==> config.mk <==
export PLATFORM = sky130hd
export DESIGN_NAME = mul_seq_unit
export DESIGN_NICKNAME = d
export VERILOG_FILES = /design/src/rtl/mul_pkg.sv /design/src/rtl/mul_operand_prep.sv /design/src/rtl/mul_ctrl.sv /design/src/rtl/mul_accum.sv /design/src/rtl/mul_finalize.sv /design/src/rtl/mul_seq_unit.sv
export SDC_FILE = /design/constraint.sdc
export NUM_CORES = 2
export LEC_CHECK = 0
export BUFFER_PORTS_ARGS = -buffer_cell sky130_fd_sc_hd__buf_2
export CAP_MARGIN = 20
export CORE_MARGIN = 2
export CORE_UTILIZATION = 55
export CTS_CLUSTER_SIZE = 40
export DETAILED_ROUTE_END_ITERATION = 7
export PLACE_DENSITY_LB_ADDON = 0.08
export SLEW_MARGIN = 20
export SYNTH_ARGS = -nofsm -noshare
export SYNTH_HDL_FRONTEND = slang
export SYNTH_HIERARCHICAL = 1
export SYNTH_SLANG_ARGS = --single-unit
==> constraint.sdc <==
create_clock -name clk -period 15.7 [get_ports clk]
set_clock_uncertainty 0.2 [all_clocks]
set_input_delay 1.57 -clock clk [delete_from_list [all_inputs] [get_ports clk]]
set_output_delay 1.57 -clock clk [all_outputs]
set_load 0.01 [all_outputs]
==> src/rtl/mul_pkg.sv <==
`timescale 1ns/1ps
package mul_pkg;

  typedef enum logic [1:0] {
    OP_SFULL = 2'b00,
    OP_UFULL = 2'b01,
    OP_SHALF = 2'b10,
    OP_UHALF = 2'b11
  } mul_op_e;

  function automatic logic op_is_half(input logic [1:0] op);
    return op[1];
  endfunction

  function automatic logic op_is_signed(input logic [1:0] op);
    return ~op[0];
  endfunction

endpackage

==> src/rtl/mul_operand_prep.sv <==
`timescale 1ns/1ps
module mul_operand_prep
  import mul_pkg::*;
#(
  parameter int unsigned DATA_W = 32,
  parameter int unsigned HALF_W = 16
) (
  input  logic [1:0]        op_i,
  input  logic [DATA_W-1:0] a_i,
  input  logic [DATA_W-1:0] b_i,
  output logic [DATA_W-1:0] mag_a_o,
  output logic [DATA_W-1:0] mag_b_o,
  output logic              neg_o
);

  localparam int unsigned PAD_W = DATA_W - HALF_W;

  function automatic logic [DATA_W-1:0] widen(
    input logic [DATA_W-1:0] v, input logic half, input logic sgn);
    if (!half) return v;
    if (sgn)   return {{PAD_W{v[HALF_W-1]}}, v[HALF_W-1:0]};
    return {{PAD_W{1'b0}}, v[HALF_W-1:0]};
  endfunction

  function automatic logic [DATA_W-1:0] magnitude(
    input logic [DATA_W-1:0] v, input logic sgn);
    if (sgn && v[DATA_W-1]) return ~v + 1'b1;
    return v;
  endfunction

  logic              half_w;
  logic              sgn_w;
  logic [DATA_W-1:0] ext_a;
  logic [DATA_W-1:0] ext_b;

  always_comb begin
    half_w  = op_is_half(op_i);
    sgn_w   = op_is_signed(op_i);
    ext_a   = widen(a_i, half_w, sgn_w);
    ext_b   = widen(b_i, half_w, sgn_w);
    mag_a_o = magnitude(ext_a, sgn_w);
    mag_b_o = magnitude(ext_b, sgn_w);
    neg_o   = sgn_w & (ext_a[DATA_W-1] ^ ext_b[DATA_W-1]);
  end

endmodule

==> src/rtl/mul_ctrl.sv <==
`timescale 1ns/1ps
module mul_ctrl
  import mul_pkg::*;
#(
  parameter int unsigned DATA_W  = 32,
  parameter int unsigned HALF_W  = 16,
  parameter int unsigned CHUNK_W = 8
) (
  input  logic       clk,
  input  logic       rst_n,
  input  logic       start_i,
  input  logic [1:0] op_i,
  input  logic       neg_i,
  output logic       load_o,
  output logic       step_o,
  output logic       fin_o,
  output logic       busy_o,
  output logic [1:0] op_q_o,
  output logic       neg_q_o
);

  localparam int unsigned LAT_FULL = DATA_W / CHUNK_W + 1;
  localparam int unsigned LAT_HALF = HALF_W / CHUNK_W + 1;
  localparam int unsigned CNT_W    = $clog2(LAT_FULL);

  logic             busy_q;
  logic [CNT_W-1:0] cnt_q;
  logic [1:0]       op_q;
  logic             neg_q;

  function automatic logic [CNT_W-1:0] first_count(input logic [1:0] op);
    if (op_is_half(op)) return CNT_W'(LAT_HALF - 1);
    return CNT_W'(LAT_FULL - 1);
  endfunction

  assign load_o = start_i & ~busy_q;
  assign step_o = busy_q & (cnt_q != '0);
  assign fin_o  = busy_q & (cnt_q == '0);

  always_ff @(posedge clk or negedge rst_n) begin
    if (!rst_n) begin
      busy_q <= 1'b0;
      cnt_q  <= '0;
      op_q   <= OP_SFULL;
      neg_q  <= 1'b0;
    end else if (load_o) begin
      busy_q <= 1'b1;
      cnt_q  <= first_count(op_i);
      op_q   <= op_i;
      neg_q  <= neg_i;
    end else if (fin_o) begin
      busy_q <= 1'b0;
    end else if (step_o) begin
      cnt_q  <= cnt_q - 1'b1;
    end
  end

  assign busy_o  = busy_q;
  assign op_q_o  = op_q;
  assign neg_q_o = neg_q;

  assert_busy_ends_R3: assert property (@(posedge clk) disable iff (!rst_n)
    fin_o |=> !busy_o);
  assert_start_ignored_R5: assert property (@(posedge clk) disable iff (!rst_n)
    (busy_o && !fin_o) |=> (busy_o && $stable(op_q_o) && $stable(neg_q_o)));
  assert_count_bound_R4: assert property (@(posedge clk) disable iff (!rst_n)
    busy_o |-> (cnt_q < CNT_W'(LAT_FULL)));

endmodule

==> src/rtl/mul_accum.sv <==
`timescale 1ns/1ps
module mul_accum #(
  parameter int unsigned DATA_W  = 32,
  parameter int unsigned CHUNK_W = 8
) (
  input  logic                clk,
  input  logic                rst_n,
  input  logic                load_i,
  input  logic                step_i,
  input  logic [DATA_W-1:0]   mag_a_i,
  input  logic [DATA_W-1:0]   mag_b_i,
  output logic [2*DATA_W-1:0] acc_o
);

  localparam int unsigned PROD_W = 2 * DATA_W;

  logic [PROD_W-1:0] mcand_q;
  logic [DATA_W-1:0] mplier_q;
  logic [PROD_W-1:0] acc_q;

  function automatic logic [PROD_W-1:0] partial(
    input logic [PROD_W-1:0] mc, input logic [CHUNK_W-1:0] slice);
    logic [PROD_W-1:0] wide;
    wide = {{(PROD_W-CHUNK_W){1'b0}}, slice};
    return mc * wide;
  endfunction

  always_ff @(posedge clk or negedge rst_n) begin
    if (!rst_n) begin
      mcand_q  <= '0;
      mplier_q <= '0;
      acc_q    <= '0;
    end else if (load_i) begin
      mcand_q  <= {{DATA_W{1'b0}}, mag_a_i};
      mplier_q <= mag_b_i;
      acc_q    <= '0;
    end else if (step_i) begin
      acc_q    <= acc_q + partial(mcand_q, mplier_q[CHUNK_W-1:0]);
      mcand_q  <= mcand_q << CHUNK_W;
      mplier_q <= mplier_q >> CHUNK_W;
    end
  end

  assign acc_o = acc_q;

  assert_acc_no_wrap_R1: assert property (@(posedge clk) disable iff (!rst_n)
    step_i |=> (acc_o >= $past(acc_o)));

endmodule

==> src/rtl/mul_finalize.sv <==
`timescale 1ns/1ps
module mul_finalize
  import mul_pkg::*;
#(
  parameter int unsigned DATA_W = 32
) (
  input  logic                clk,
  input  logic                rst_n,
  input  logic                fin_i,
  input  logic [1:0]          op_i,
  input  logic                neg_i,
  input  logic [2*DATA_W-1:0] acc_i,
  output logic                done_o,
  output logic [DATA_W-1:0]   hi_o,
  output logic [DATA_W-1:0]   lo_o,
  output logic                n_o,
  output logic                z_o,
  output logic                v_o,
  output logic                upd_n_o,
  output logic                upd_z_o,
  output logic                upd_v_o
);

  localparam int unsigned PROD_W = 2 * DATA_W;

  function automatic logic [PROD_W-1:0] apply_sign(
    input logic [PROD_W-1:0] mag, input logic neg);
    if (neg) return ~mag + 1'b1;
    return mag;
  endfunction

  function automatic logic overflows(
    input logic [PROD_W-1:0] p, input logic sgn);
    if (sgn) return p[PROD_W-1:DATA_W] != {DATA_W{p[DATA_W-1]}};
    return |p[PROD_W-1:DATA_W];
  endfunction

  logic [PROD_W-1:0] prod_w;
  logic              half_w;
  logic [DATA_W-1:0] lo_q, hi_q;
  logic              n_q, z_q, v_q, done_q, un_q, uz_q, uv_q;

  always_comb begin
    prod_w = apply_sign(acc_i, neg_i);
    half_w = op_is_half(op_i);
  end

  always_ff @(posedge clk or negedge rst_n) begin
    if (!rst_n) begin
      lo_q   <= '0;
      hi_q   <= '0;
      n_q    <= 1'b0;
      z_q    <= 1'b0;
      v_q    <= 1'b0;
      done_q <= 1'b0;
      un_q   <= 1'b0;
      uz_q   <= 1'b0;
      uv_q   <= 1'b0;
    end else begin
      done_q <= fin_i;
      un_q   <= fin_i;
      uz_q   <= fin_i;
      uv_q   <= fin_i & ~half_w;
      if (fin_i) begin
        lo_q <= prod_w[DATA_W-1:0];
        n_q  <= prod_w[DATA_W-1];
        z_q  <= (prod_w[DATA_W-1:0] == '0);
        if (!half_w) begin
          hi_q <= prod_w[PROD_W-1:DATA_W];
          v_q  <= overflows(prod_w, op_is_signed(op_i));
        end
      end
    end
  end

  assign done_o  = done_q;
  assign hi_o    = hi_q;
  assign lo_o    = lo_q;
  assign n_o     = n_q;
  assign z_o     = z_q;
  assign v_o     = v_q;
  assign upd_n_o = un_q;
  assign upd_z_o = uz_q;
  assign upd_v_o = uv_q;

  assert_hi_kept_R2: assert property (@(posedge clk) disable iff (!rst_n)
    (fin_i && half_w) |=> $stable(hi_o));
  assert_v_kept_R8: assert property (@(posedge clk) disable iff (!rst_n)
    (fin_i && half_w) |=> ($stable(v_o) && !upd_v_o));
  assert_regs_hold_R10: assert property (@(posedge clk) disable iff (!rst_n)
    !fin_i |=> ($stable(hi_o) && $stable(lo_o) && $stable(n_o) && $stable(z_o) && $stable(v_o)));
  assert_strobe_with_done_R6: assert property (@(posedge clk) disable iff (!rst_n)
    (upd_n_o || upd_z_o || upd_v_o) |-> done_o);
  assert_zero_tracks_lo_R6: assert property (@(posedge clk) disable iff (!rst_n)
    done_o |-> ((z_o == (lo_o == '0)) && (n_o == lo_o[DATA_W-1])));

endmodule

==> src/rtl/mul_seq_unit.sv <==
`timescale 1ns/1ps
module mul_seq_unit #(
  parameter int unsigned DATA_W  = 32,
  parameter int unsigned HALF_W  = 16,
  parameter int unsigned CHUNK_W = 8
) (
  input  logic              clk,
  input  logic              rst_n,
  input  logic              start_i,
  input  logic [1:0]        op_i,
  input  logic [DATA_W-1:0] opa_i,
  input  logic [DATA_W-1:0] opb_i,
  output logic              busy_o,
  output logic              done_o,
  output logic [DATA_W-1:0] hi_o,
  output logic [DATA_W-1:0] lo_o,
  output logic              flag_n_o,
  output logic              flag_z_o,
  output logic              flag_v_o,
  output logic              upd_n_o,
  output logic              upd_z_o,
  output logic              upd_v_o
);

  logic [DATA_W-1:0]   mag_a_w, mag_b_w;
  logic                neg_w, neg_q_w;
  logic                load_w, step_w, fin_w;
  logic [1:0]          op_q_w;
  logic [2*DATA_W-1:0] acc_w;

  mul_operand_prep #(.DATA_W(DATA_W), .HALF_W(HALF_W)) u_prep (
    .op_i    (op_i),
    .a_i     (opa_i),
    .b_i     (opb_i),
    .mag_a_o (mag_a_w),
    .mag_b_o (mag_b_w),
    .neg_o   (neg_w)
  );

  mul_ctrl #(.DATA_W(DATA_W), .HALF_W(HALF_W), .CHUNK_W(CHUNK_W)) u_ctrl (
    .clk     (clk),
    .rst_n   (rst_n),
    .start_i (start_i),
    .op_i    (op_i),
    .neg_i   (neg_w),
    .load_o  (load_w),
    .step_o  (step_w),
    .fin_o   (fin_w),
    .busy_o  (busy_o),
    .op_q_o  (op_q_w),
    .neg_q_o (neg_q_w)
  );

  mul_accum #(.DATA_W(DATA_W), .CHUNK_W(CHUNK_W)) u_accum (
    .clk     (clk),
    .rst_n   (rst_n),
    .load_i  (load_w),
    .step_i  (step_w),
    .mag_a_i (mag_a_w),
    .mag_b_i (mag_b_w),
    .acc_o   (acc_w)
  );

  mul_finalize #(.DATA_W(DATA_W)) u_fin (
    .clk     (clk),
    .rst_n   (rst_n),
    .fin_i   (fin_w),
    .op_i    (op_q_w),
    .neg_i   (neg_q_w),
    .acc_i   (acc_w),
    .done_o  (done_o),
    .hi_o    (hi_o),
    .lo_o    (lo_o),
    .n_o     (flag_n_o),
    .z_o     (flag_z_o),
    .v_o     (flag_v_o),
    .upd_n_o (upd_n_o),
    .upd_z_o (upd_z_o),
    .upd_v_o (upd_v_o)
  );

  assert_done_single_R5: assert property (@(posedge clk) disable iff (!rst_n)
    done_o |=> !done_o);
  assert_done_not_busy_R3: assert property (@(posedge clk) disable iff (!rst_n)
    done_o |-> !busy_o);

endmodule

==> out/qor.csv <==
stage,metric,value,unit
run_status,status,"finished, final reports clean",
floorplan,dieHeight,241,µm
pwr,p_leak,16.1,nW
synth,synth_top_family_by_area,adder cells,
final_layout,final_area,32600,µm²
synth,postSynthAreaPerCell,8.64,µm²
pwr,power_density,233,nW/µm²
detailed_routing,drcViolationCount,0,
synth,yosysSeqAreaShare,19.1,%
final_layout,area.growth.synth_to_final,5.98,%
floorplan,die_w,241,µm
synth,synth.top_cell.area_share,26.7,%
global_route,grt_max_degree,133,
worst_setup_path,cp_max_fo,46,
synth,synthCells,3564,
clock_network,cts.sink_count,235,
clock_network,ctsHoldBuffers,0,
sta,setup_viol_count_final,0,
sta,relSlewSlack,32.4,%
clock_network,insertion_delay,0.58,ns
floorplan,rows,86,
worst_hold_path,hp-class,reg -> reg,
clock_network,cts_tree,built,
final_layout,final_nets,4081,
job,drv_cap,0,
clock_network,post-cts-setup-buffers,0,
global_route,grtUsageTotal,29.8,%
final_layout,drive_gt1_share,8.29,%
detailed_routing,postRouteAntennaNets,0,
global_route,grt_pass1_wl,135000,µm
clock_network,cts.path.max_buffers,3,
synth,yosys_warnings,6,
placed_design,place_ws,9.06,ns
synth,ys.flop_type,dfrtp_1,
worst_setup_path,path_class,reg -> reg,
detailed_routing,viasPerCell,5.64,
synth,netlist_area,30800,µm²
sta,rsz0062_at_grt,no,
synth,yosysTopAreaCell,fa_1,
worst_setup_path,timing.rr.start,u_accum/mplier_q[4],
sta,fin_crit_sh,42.6,%
placed_design,routabilityCongestion,0.940,
sta,hold_viol_final,0,
pwr,ir_drop,0.173,mV
synth,synthArstFlopShare,100,%
synth,synth_compound_area_share,11.7,%
synth,synth_fa_ha_area_share,29.8,%
synth,synth.area.mux_share,3.80,%
clock_network,ctsRootBufferMaster,clkbuf_16,
synth,ys_seq_elements,235,
sta,finalCriticalPeriod,6.69,ns
detailed_routing,drt_iter0_markers,1687,
synth,synth_edf_count,0,
detailed_routing,drt-pass1-iter-count,5,
clock_network,cts-buffers-inserted,29,
sta,fin_hold_ws,0.270,ns
global_route,grt_pass1_vias,24224,
worst_setup_path,cp-startpoint,u_accum/mplier_q[4],
global_route,antenna_found_initial,0,
placed_design,hpwl,66000,µm
synth,synth-xor-area-share,5.35,%
detailed_routing,routed_wl,84400,µm
clock_network,h-tree-depth,1,
synth,ys_types,104,
worst_setup_path,start_kind,flop,
floorplan,start_util,55.8,%
clock_network,clk_pin_slew,0.06,ns
worst_setup_path,cp.arrival,6.97,ns
synth,synthSimpleGateAreaFrac,20.4,%
sta,tightest_slew,1.01,ns
placed_design,io_buffers,140,
final_layout,fillers,5025,
worst_setup_path,crit_required,15.98,ns
floorplan,core,55200,µm²
final_layout,final-instance-count-excl-fill,4296,
sta,fin_ws,9.01,ns
worst_setup_path,end_kind,flop,
worst_hold_path,min-delay-start,u_fin/hi_o[27],
placed_design,place_area,31600,µm²
clock_network,cts_resized,0,
placed_design,place_inst,4241,
detailed_routing,post_drt_wl_per_cell,19.6,µm
synth,synth_nets,4121,
synth,ys_top_cells_by_area,"fa_1 27%, dfrtp_1 19%, and2_1 6.9%",
sta,fin_tns_setup,0,ns
floorplan,io_pins,141,
floorplan,die_area,57900,µm²
sta,fmax,149,MHz
detailed_routing,vias,24212,
global_route,overflow,0,
sta,slew_violations,0,
-- sequential cells by signal (all words and copies together), names as in the netlist --
name              flops
u_accum/acc_o        64
u_accum/mcand_q      64
u_accum/mplier_q     32
u_ctrl/busy_o         1
u_ctrl/cnt_q          3
u_ctrl/neg_q_o        1
u_ctrl/op_q_o         2
u_fin/hi_o           32
u_fin/lo_o           32
u_fin/upd_v_o         1
u_fin/upd_z_o         1
u_fin/v_o             1
u_fin/z_o             1
-- final timing paths --
path | end | cells after the start | slack [ns]
min | u_fin/hi_o[27] | 2 | 0.27
max | u_accum/acc_o[59] | 20 | 9.01
min reg2reg | u_fin/hi_o[27] | 2 | 0.27
min in group asynchronous | u_fin/lo_o[3] | 1 | 0.80
max reg2reg | u_accum/acc_o[59] | 20 | 9.01
max in group asynchronous | u_accum/mplier_q[1] | 2 | 13.18
-- kinds of logic after synthesis --
family	Yosys count
xor gates and xnor gates	188
DFF	235
and+or+nand+nor	1219
buffers and inverters	762
muxes	116
AOI/OAI and AO/OA	556
adders and majority gates	488
-- through the flow --
stage	utilization (%)	total power, mW
finish	59.1	7.58
floorplan	-	5.31
CTS	59.1	7.56
global route	59.1	8.36
global placement	57.2	6.70
detailed placement	57.2	6.80
-- layer usage --
layer / global-route usage (%) / part of all wire (%) / vias up
met5: 0 / 0 / -
met4: 5.46 / 1.9 / 0
met3: 6.15 / 7.9 / 99
met2: 44.8 / 43 / 817
met1: 44.8 / 47 / 12032
li1: - / - / 11264
-- synth_stat cells (all sizes together) (6+ instances only) --
library cell	n
inv	534
nand2	413
fa	410
and2	342
dfrtp	235
o21ai	212
clkbuf	185
nor2	185
a21oi	135
mux2i	109
xor2	107
xnor2	81
ha	78
buf	43
nor3	43
a21o	39
nand3	39
nand4	35
o31ai	34
nand2b	33
nor4	33
o41ai	20
or4	19
nor2b	17
or3	17
a211oi	15
o21bai	14
or2	13
a31oi	12
and3	12
o211ai	9
o21a	9
mux2	7
o22ai	7
a2111oi	6
-- cell type report --
cell class / instances / area [µm²] / share of cell area (%)
clock buffers: 38 / 800 / 2.45
multi-input cells: 2567 / 21900 / 67.1
flip-flops and latches: 235 / 5890 / 18.0
well taps: 748 / 936 / 2.87
clock inverters: 16 / 234 / 0.717
inverters: 534 / 2010 / 6.15
repair buffers: 157 / 851 / 2.61
diodes: 1 / 2.50 / 0.00767
-- power breakdown --
part | total, mW | switching, mW | internal [mW]
Clock | 0.716 | 0.273 | 0.443
Sequential | 1.36 | 0.469 | 0.888
Combinational | 5.51 | 3.51 | 2.00
Total | 7.58 | 4.25 | 3.33
-- cell usage in the layout (no fill, tap or decap), types with 9 or more instances in the layout --
cell / Yosys / final
mux2i_1: 109 / 109
nor2_1: 181 / 180
a211oi_1: 13 / 13
a21o_1: 36 / 36
nand2_1: 410 / 410
nor4_1: 24 / 24
o41ai_1: 12 / 12
xnor2_1: 81 / 81
xor2_1: 107 / 107
buf_2: 15 / 139
nand2b_1: 32 / 31
clkbuf_16: 0 / 29
o21bai_1: 14 / 14
o31ai_1: 28 / 28
nand3_1: 38 / 38
ha_1: 78 / 78
o21a_1: 9 / 9
or2_2: 12 / 12
a31oi_1: 12 / 12
a21oi_1: 133 / 133
and2_1: 341 / 340
fa_1: 410 / 410
nor3_1: 42 / 42
or4_1: 15 / 15
dfrtp_1: 235 / 230
or3_1: 16 / 16
o21ai_1: 16 / 16
nand4_1: 34 / 34
buf_4: 10 / 16
inv_1: 533 / 533
nor2b_1: 17 / 17
and3_1: 11 / 11
o21ai_0: 195 / 195
-- worst max-delay path: stages, from the launching register on --
cell	delay, ns
dfrtp_1	0.67
buf_4	0.54
nand2_1	0.15
fa_1	0.52
fa_1	0.50
inv_1	0.07
fa_1	0.53
inv_1	0.06
fa_1	0.53
inv_1	0.04
ha_1	0.40
a21o_1	0.17
a21oi_2	0.08
a2111oi_2	0.36
o21ai_1	0.18
a2111oi_2	0.65
o2111ai_1	0.18
nand3_1	0.22
o21bai_1	0.11
mux2i_1	0.13
a211o_1	0.27
Power figures use the tool's default switching activity.
